--- config.mk ---
export PLATFORM = sky130hd
export DESIGN_NAME = mcc_ctrl
export DESIGN_NICKNAME = d
export VERILOG_FILES = /design/src/rtl/mcc_pkg.sv /design/src/rtl/mcc_decode.sv /design/src/rtl/mcc_seq.sv /design/src/rtl/mcc_outdec.sv /design/src/rtl/mcc_ctrl.sv
export SDC_FILE = /design/constraint.sdc
export NUM_CORES = 1
export LEC_CHECK = 0
export BUFFER_PORTS_ARGS = -buffer_cell sky130_fd_sc_hd__buf_2
export CAP_MARGIN = 20
export CORE_AREA = 2 2 39 41
export CTS_BUF_LIST = sky130_fd_sc_hd__clkbuf_16
export DETAILED_ROUTE_END_ITERATION = 7
export DIE_AREA = 0 0 41 43
export PLACE_DENSITY_LB_ADDON = 0.1
export SLEW_MARGIN = 20
export SYNTH_ARGS = -nofsm -noshare
export SYNTH_HDL_FRONTEND = slang
export SYNTH_HIERARCHICAL = 1
export SYNTH_SLANG_ARGS = --single-unit
--- constraint.sdc ---
create_clock -name clk -period 2.3 [get_ports clk]
set_clock_uncertainty 0.1 [all_clocks]
set_input_delay 0.46 -clock clk [delete_from_list [all_inputs] [get_ports clk]]
set_output_delay 0.46 -clock clk [all_outputs]
set_load 0.005 [all_outputs]
--- src/rtl/mcc_pkg.sv ---
package mcc_pkg;

    localparam int OPC_W = 6;

    typedef enum logic [3:0] {
        ST_FETCH, ST_DECODE, ST_ADDR, ST_EXEC, ST_BRANCH,
        ST_RD, ST_WR, ST_RWB, ST_LWB
    } state_e;

    typedef enum logic [2:0] {
        CL_RTYPE, CL_LOAD, CL_STORE, CL_BRANCH, CL_OTHER
    } iclass_e;

    typedef enum logic [1:0] {
        BSRC_REG  = 2'd0,
        BSRC_FOUR = 2'd1,
        BSRC_IMM  = 2'd2,
        BSRC_BOFF = 2'd3
    } bsrc_e;

    typedef enum logic [1:0] {
        AOP_ADD   = 2'd0,
        AOP_SUB   = 2'd1,
        AOP_FUNCT = 2'd2
    } aop_e;

    typedef struct packed {
        logic  pc_write;
        logic  pc_cond;
        logic  ir_we;
        logic  ab_we;
        logic  aluout_we;
        logic  mdr_we;
        logic  mem_rd;
        logic  mem_wr;
        logic  rf_we;
        logic  addr_sel;
        logic  alu_a_sel;
        bsrc_e alu_b_sel;
        aop_e  alu_op;
        logic  pc_src;
        logic  rf_dst_sel;
        logic  rf_data_sel;
    } ctrl_t;

    function automatic ctrl_t ctrl_idle();
        ctrl_t c;
        c = '0;
        c.alu_b_sel = BSRC_REG;
        c.alu_op    = AOP_ADD;
        return c;
    endfunction

endpackage

--- src/rtl/mcc_decode.sv ---
module mcc_decode
    import mcc_pkg::*;
#(
    parameter int               W       = OPC_W,
    parameter logic [W-1:0]     OP_RT   = 'h00,
    parameter logic [W-1:0]     OP_LW   = 'h23,
    parameter logic [W-1:0]     OP_SW   = 'h2B,
    parameter logic [W-1:0]     OP_BEQ  = 'h04
) (
    input  logic [W-1:0] opcode,
    output iclass_e      cls
);
    always_comb begin
        if (opcode == OP_RT)       cls = CL_RTYPE;
        else if (opcode == OP_LW)  cls = CL_LOAD;
        else if (opcode == OP_SW)  cls = CL_STORE;
        else if (opcode == OP_BEQ) cls = CL_BRANCH;
        else                       cls = CL_OTHER;
    end
endmodule

--- src/rtl/mcc_seq.sv ---
module mcc_seq
    import mcc_pkg::*;
(
    input  logic    clk,
    input  logic    rst,
    input  iclass_e cls,
    output state_e  state
);
    state_e nxt;

    always_comb begin
        nxt = ST_FETCH;
        unique case (state)
            ST_FETCH:  nxt = ST_DECODE;
            ST_DECODE: begin
                unique case (cls)
                    CL_RTYPE:          nxt = ST_EXEC;
                    CL_LOAD, CL_STORE: nxt = ST_ADDR;
                    CL_BRANCH:         nxt = ST_BRANCH;
                    default:           nxt = ST_FETCH;
                endcase
            end
            ST_ADDR: begin
                if (cls == CL_LOAD)       nxt = ST_RD;
                else if (cls == CL_STORE) nxt = ST_WR;
                else                      nxt = ST_FETCH;
            end
            ST_EXEC:  nxt = ST_RWB;
            ST_RD:    nxt = ST_LWB;
            default:  nxt = ST_FETCH;
        endcase
    end

    always_ff @(posedge clk) begin
        if (rst) state <= ST_FETCH;
        else     state <= nxt;
    end
endmodule

--- src/rtl/mcc_outdec.sv ---
module mcc_outdec
    import mcc_pkg::*;
(
    input  state_e state,
    output ctrl_t  ctl
);
    always_comb begin
        ctl = ctrl_idle();
        unique case (state)
            ST_FETCH: begin
                ctl.mem_rd    = 1'b1;
                ctl.ir_we     = 1'b1;
                ctl.pc_write  = 1'b1;
                ctl.alu_b_sel = BSRC_FOUR;
            end
            ST_DECODE: begin
                ctl.ab_we     = 1'b1;
                ctl.aluout_we = 1'b1;
                ctl.alu_b_sel = BSRC_BOFF;
            end
            ST_ADDR: begin
                ctl.alu_a_sel = 1'b1;
                ctl.alu_b_sel = BSRC_IMM;
                ctl.aluout_we = 1'b1;
            end
            ST_EXEC: begin
                ctl.alu_a_sel = 1'b1;
                ctl.alu_op    = AOP_FUNCT;
                ctl.aluout_we = 1'b1;
            end
            ST_BRANCH: begin
                ctl.alu_a_sel = 1'b1;
                ctl.alu_op    = AOP_SUB;
                ctl.pc_src    = 1'b1;
                ctl.pc_cond   = 1'b1;
            end
            ST_RD: begin
                ctl.mem_rd   = 1'b1;
                ctl.addr_sel = 1'b1;
                ctl.mdr_we   = 1'b1;
            end
            ST_WR: begin
                ctl.mem_wr   = 1'b1;
                ctl.addr_sel = 1'b1;
            end
            ST_RWB: begin
                ctl.rf_we      = 1'b1;
                ctl.rf_dst_sel = 1'b1;
            end
            ST_LWB: begin
                ctl.rf_we       = 1'b1;
                ctl.rf_data_sel = 1'b1;
            end
            default: ctl = ctrl_idle();
        endcase
    end
endmodule

--- src/rtl/mcc_ctrl.sv ---
module mcc_ctrl
    import mcc_pkg::*;
#(
    parameter int OPW = OPC_W
) (
    input  logic           clk,
    input  logic           rst,
    input  logic [OPW-1:0] opcode,
    input  logic           alu_zero,
    output logic           pc_we,
    output logic           ir_we,
    output logic           ab_we,
    output logic           aluout_we,
    output logic           mdr_we,
    output logic           mem_rd,
    output logic           mem_wr,
    output logic           rf_we,
    output logic           addr_sel,
    output logic           alu_a_sel,
    output logic [1:0]     alu_b_sel,
    output logic [1:0]     alu_op,
    output logic           pc_src,
    output logic           rf_dst_sel,
    output logic           rf_data_sel
);
    iclass_e cls;
    state_e  state;
    ctrl_t   ctl;

    mcc_decode #(.W(OPW)) u_dec (
        .opcode (opcode),
        .cls    (cls)
    );

    mcc_seq u_seq (
        .clk   (clk),
        .rst   (rst),
        .cls   (cls),
        .state (state)
    );

    mcc_outdec u_out (
        .state (state),
        .ctl   (ctl)
    );

    assign pc_we       = ctl.pc_write | (ctl.pc_cond & alu_zero);
    assign ir_we       = ctl.ir_we;
    assign ab_we       = ctl.ab_we;
    assign aluout_we   = ctl.aluout_we;
    assign mdr_we      = ctl.mdr_we;
    assign mem_rd      = ctl.mem_rd;
    assign mem_wr      = ctl.mem_wr;
    assign rf_we       = ctl.rf_we;
    assign addr_sel    = ctl.addr_sel;
    assign alu_a_sel   = ctl.alu_a_sel;
    assign alu_b_sel   = ctl.alu_b_sel;
    assign alu_op      = ctl.alu_op;
    assign pc_src      = ctl.pc_src;
    assign rf_dst_sel  = ctl.rf_dst_sel;
    assign rf_data_sel = ctl.rf_data_sel;
endmodule

==> Yosys cells after proc, flatten, opt, wreduce, memory -nomap -nowiden <==
Cells that the tools add are included.
{ "totals": {"register_bits": 4, "input_bits": 9, "wordCells": 48} }
{ "classes": {"eq_ne": 14, "mux": 22, "n_bitwise": 2, "reduce_logical": 9} }
{ "ops": {"columns": ["cell", "n"], "rows": [
  ["$pmux W4 S5", 1],
  ["$eq A4 B3 Y1 const B", 4],
  ["$mux W3", 5],
  ["$eq A6 B6 Y1 const B", 2],
  ["$mux W1", 12],
  ["$pmux W3 S3", 1],
  ["$eq A4 B2 Y1 const B", 2],
  ["$reduce_or A2 Y1", 4],
  ["$eq A3 B2 Y1 const B", 2],
  ["$eq A6 B3 Y1 const B", 1],
  ["$logic_not A6 Y1", 1],
  ["$pmux W2 S3", 1],
  ["$reduce_or A3 Y1", 2],
  ["$eq A4 B1 Y1 const B", 1],
  ["$eq A4 B4 Y1 const B", 1],
  ["$logic_not A4 Y1", 1],
  ["$mux W4", 1],
  ["$pmux W2 S2", 1],
  ["$eq A3 B1 Y1 const B", 1],
  ["$logic_not A3 Y1", 1],
  ["$and A1 B1 Y1", 1],
  ["$or A1 B1 Y1", 1]
]} }

==> Logic depth before layout (Yosys ltp) <==
{ "logic_depth": {"word_depth": 9, "ltp_mapped": 5, "mapped_depth_nobuf": 5} }

==> Modules after synthesis <==
Netlist, hierarchy kept.
{ "modules_own_cells": {"columns": ["module", "instances", "cells_per_inst", "area_each_um2", "seq_area_each_um2"], "rows": [
  ["mcc_outdec", 1, 29, 222.7, 0.0],
  ["mcc_seq", 1, 21, 197.7, 80.1],
  ["mcc_decode", 1, 8, 57.6, 0.0],
  ["mcc_ctrl", 1, 1, 7.5, 0.0]
]} }

==> Worst setup path before layout <==
Ideal clock, no wire load.
{ "synth_path": {"kind": "input port to flip-flop", "start": "in opcode[5]", "end": "reg u_seq.state[0]", "setup_ns": 0.079, "arrival_ns": 1.766, "path_slack_ns": 0.354, "cell_stages": 5, "n_path_buf": 0, "cell_sequence": "or4b_1 a21oi_1 nor3b_1 nor2_1 a211oi_2"} }
{ "synth_between": {"elab_chain_len": 9} }
{ "synth_lines": {"columns": ["item", "line", "source"], "rows": [
  ["start: declaration", "mcc_ctrl.sv:8", "input logic [OPW-1:0] opcode,"],
  ["$eq A6 B3 Y1", "mcc_decode.sv:17", "else if (opcode == OP_BEQ) cls = CL_BRANCH;"],
  ["$mux W3", "mcc_decode.sv:17", null],
  ["$mux W3", "mcc_decode.sv:16", "else if (opcode == OP_SW) cls = CL_STORE;"],
  ["$mux W3", "mcc_decode.sv:15", "else if (opcode == OP_LW) cls = CL_LOAD;"],
  ["$mux W3 (*)", "mcc_decode.sv:14", "if (opcode == OP_RT) cls = CL_RTYPE;"],
  ["net cls[0]", "mcc_ctrl.sv:26", "iclass_e cls;"],
  ["$eq A3 B2 Y1 or $eq A3 B1 Y1 (tied branches)", "mcc_seq.sv:16, mcc_seq.sv:24", null],
  ["$reduce_or A2 Y1", "mcc_seq.sv:16", "unique case (cls)"],
  ["$pmux W3 S3", "mcc_seq.sv:16", null],
  ["$pmux W4 S5 (*)", "mcc_seq.sv:13", "unique case (state)"],
  ["end signal: assignment", "mcc_seq.sv:36", "else state <= nxt;"],
  ["end: declaration", "mcc_seq.sv:7", "output state_e state"]
]} }
The timed path passes the listed nets; every way through them passes the cells marked *.
A chain may end at the register's enable or synchronous reset.

==> Worst setup path after layout <==
{ "layout_path": {"start": "reg u_seq.state[2]", "end": "out pc_we"} }
{ "layout_between": {"elab_chain_len": 4} }
{ "layout_lines": {"columns": ["item", "line", "source"], "rows": [
  ["$eq A4 B3 Y1", "mcc_outdec.sv:9", "unique case (state)"],
  ["$mux W1", "mcc_outdec.sv:9", null],
  ["$and A1 B1 Y1", "mcc_ctrl.sv:47", "assign pc_we = ctl.pc_write | (ctl.pc_cond & alu_zero);"],
  ["$or A1 B1 Y1 (*)", "mcc_ctrl.sv:47", null],
  ["end: declaration", "mcc_ctrl.sv:10", "output logic pc_we,"]
]} }
Every way passes the cells marked *; elsewhere a longest branch is shown, timed or not.

==> flow_summary.ini <==
[timing]
slew_headroom_pct = 73.48
min_period_over_period_pct = 83.60
rsz0062_at_grt = no
slew_violations = 0
worstMarginPinSlew_ns = 0.3978
timing.fmax_ghz = 0.5201
finalSetupTns_ns = 0
setup_viol = 0
post-route-min-period_ns = 1.923
fin_ws_ns = 0.3771
hold_violations = 0

[synthesis]
synth_area_leaders = dfxtp_1, nor4b_4, nor2_1
synth_cell_type_count = 35
syn-cell-area_sq_um = 485.5
synth_cells = 59
syn_area_per_cell_sq_um = 8.228
async_reset_ff_share_pct = 0
yosysWarnings = 6
synthesis.nets = 68
yosysTopAreaCellShare_pct = 16.49
synth-edff-count = 0
ys_ff_latch = 4
ys_seq_area_share_pct = 16.49
synth_top_area_cell = dfxtp_1
synth-main-ff-cell = dfxtp_1

[pwr]
power_frac_clock_pct = 67.9
fin_total_pwr_mw = 0.4088
p_per_area_nw_per_um2 = 580.4
ir_worst_vdd_uv = 358.3
internal_power_mw = 0.3235
switchingPower_mw = 0.08531
p_comb_share_pct = 14.4
p_seq_share_pct = 17.8
p_leak_nw = 0.3135
swShare_pct = 20.87

[clock_network]
cts_setup_buffers = 0
clk_latency_ns = 0.23
cts_root_buf = clkbuf_16
ctsHoldBuffers = 0
cts_resized = 0
cts-buffers-inserted = 3
cts_tree = done
clk_pin_slew_ns = 0.03
numClockSinks = 4
clockBufferDepth = 2
cts_htree_levels = 1

[floorplan]
initial_core_util_pct = 35.08
coreArea_sq_um = 1384
num_io_pins = 26
die_y_um = 43
die_area_sq_um = 1763
num_rows = 14
die_w_um = 41

[cells_and_area]
fin_nets = 98
design_area_sq_um = 704.4
largest_register_ffs = 4
final_cells = 103
layout-area-overhead-vs-synth_pct = 45.10
reg_top3 = u_seq/state (4)
largest_register = u_seq/state
antennaDiodeCount = 0
layout-drive-gt1-share_pct = 49.43
mostFrequentLayoutCells = buf_2, nor2_1, buf_4, nand2_1, dfxtp_1
layout_commonest_cell = buf_2
nFillCells = 155

[critical_path]
critPathKind = reg2out
critical_path.max_stage_delay_ns = 0.52
end_kind = output port
arrival_ns = 1.36
ff2ff_path_depth = 2
path_cells = or2_1 -> nor3_2 -> a21o_1 -> buf_2
critPathBufInv = 1
critPathTopFamily = flip-flops
path_max_fanout = 9
cp-start-kind = flip-flop
r2r-end = u_seq/state[2]
slowest_stage = dfxtp_1
r2r_setup_slack_ns = 1.07
critPathRequiredTime_ns = 1.74
r2r_start = u_seq/state[3]

[placement]
place_area_sq_um = 629.4
gp_congestion = 0.6893
post-place-ws_ns = 0.2846
dp.cells = 100
portBuffers = 25
dp_hpwl_um = 799.9

[route]
wl_um = 1064
drt_iter0_markers = 3
vias = 513
wire_per_inst_um = 10.33
vias_per_cell = 4.981
first_pass_iters = 4
drc = 0
ant_nets = 0

[hold_path]
worstHoldPathType = in2reg
min_from = rst
worstHoldEndpoint = u_seq/state[3]
hold_depth = 2

[job]
max-cap-violations = 0

[outcome]
outcome = complete, no violations

[global_routing]
antenna_found_initial = 0
grt_pass1_wl_um = 1518
grt_util_all_layers_pct = 13.27
grt_pass1_vias = 365
grt_max_degree = 11
overflow = 0
cells by family (layout without fill, tap and decap cells):
group / after synthesis / in the layout / synth area share [%]
buffers and inverters: 5 / 33 / 7.988
DFF: 4 / 4 / 16.50
xor gates and xnor gates: 2 / 2 / 3.609
and+or+nand+nor: 38 / 38 / 54.64
AOI/OAI and AO/OA: 10 / 10 / 17.27
layout make-up:
cell class	count	area (sq um)	area share (%)
Multi-Input combinational cell	50	366.6	52.04
Tap cell	16	20.02	2.842
Sequential cell	4	80.08	11.37
Clock buffer	3	75.07	10.66
Timing Repair Buffer	30	162.7	23.09
worst register-to-register path: stages (launching register included):
cell and delay (ns):
dfxtp_1 0.40, or3_1 0.48, a41oi_2 0.17
per-layer routing:
| layer | vias up | global-route usage [%] | routed length (um) |
|---|---|---|---|
| met3 | 2 | 6.283 | 83 |
| met5 | - | 0 | 0 |
| met4 | 0 | 10.00 | 22 |
| met1 | 216 | 13.55 | 463 |
| met2 | 21 | 19.69 | 495 |
| li1 | 274 | - | - |
cells in the mapped netlist, types with 2 or more instances:
cell type,count
nand2_1,4
dfxtp_1,4
nor2_2,2
nor4b_4,2
nand2b_1,2
a21o_1,3
nor2_1,11
nand4b_1,2
buf_4,3
power groups by stage:
stage | Clock, mW | Sequential, mW | Combinational, mW
after floorplan | 0 | 0.0754 | 0.0356
after global placement | 0 | 0.0735 | 0.0593
after detailed placement | 0 | 0.0736 | 0.0593
after CTS | 0.280 | 0.0726 | 0.0595
after global routing | 0.287 | 0.0726 | 0.0659
final | 0.278 | 0.0726 | 0.0587
worst max-delay path by stage:
| stage | startpoint | endpoint | slack, ns | depth (start not counted) |
|---|---|---|---|---|
| 2_1_floorplan | opcode[5] | u_seq/state[0] | 0.35 | 5 |
| 5_1_grt | u_seq/state[2] | pc_we | 0.27 | 4 |
| 4_1_cts | u_seq/state[2] | pc_we | 0.35 | 4 |
| 3_3_place_gp | opcode[3] | u_seq/state[0] | 0.30 | 6 |
| 3_5_place_dp | opcode[5] | u_seq/state[1] | 0.28 | 5 |
| 6_report | u_seq/state[2] | pc_we | 0.38 | 4 |
per-stage QoR:
step / util, % / hold slack [ns]
floorplan: - / 0.3890
global placement: 45.48 / 0.4986
detailed placement: 45.48 / 0.4980
CTS: 50.90 / 0.3093
global route: 50.90 / 0.3276
finish: 50.90 / 0.3112
Power figures use the tool's default switching activity.
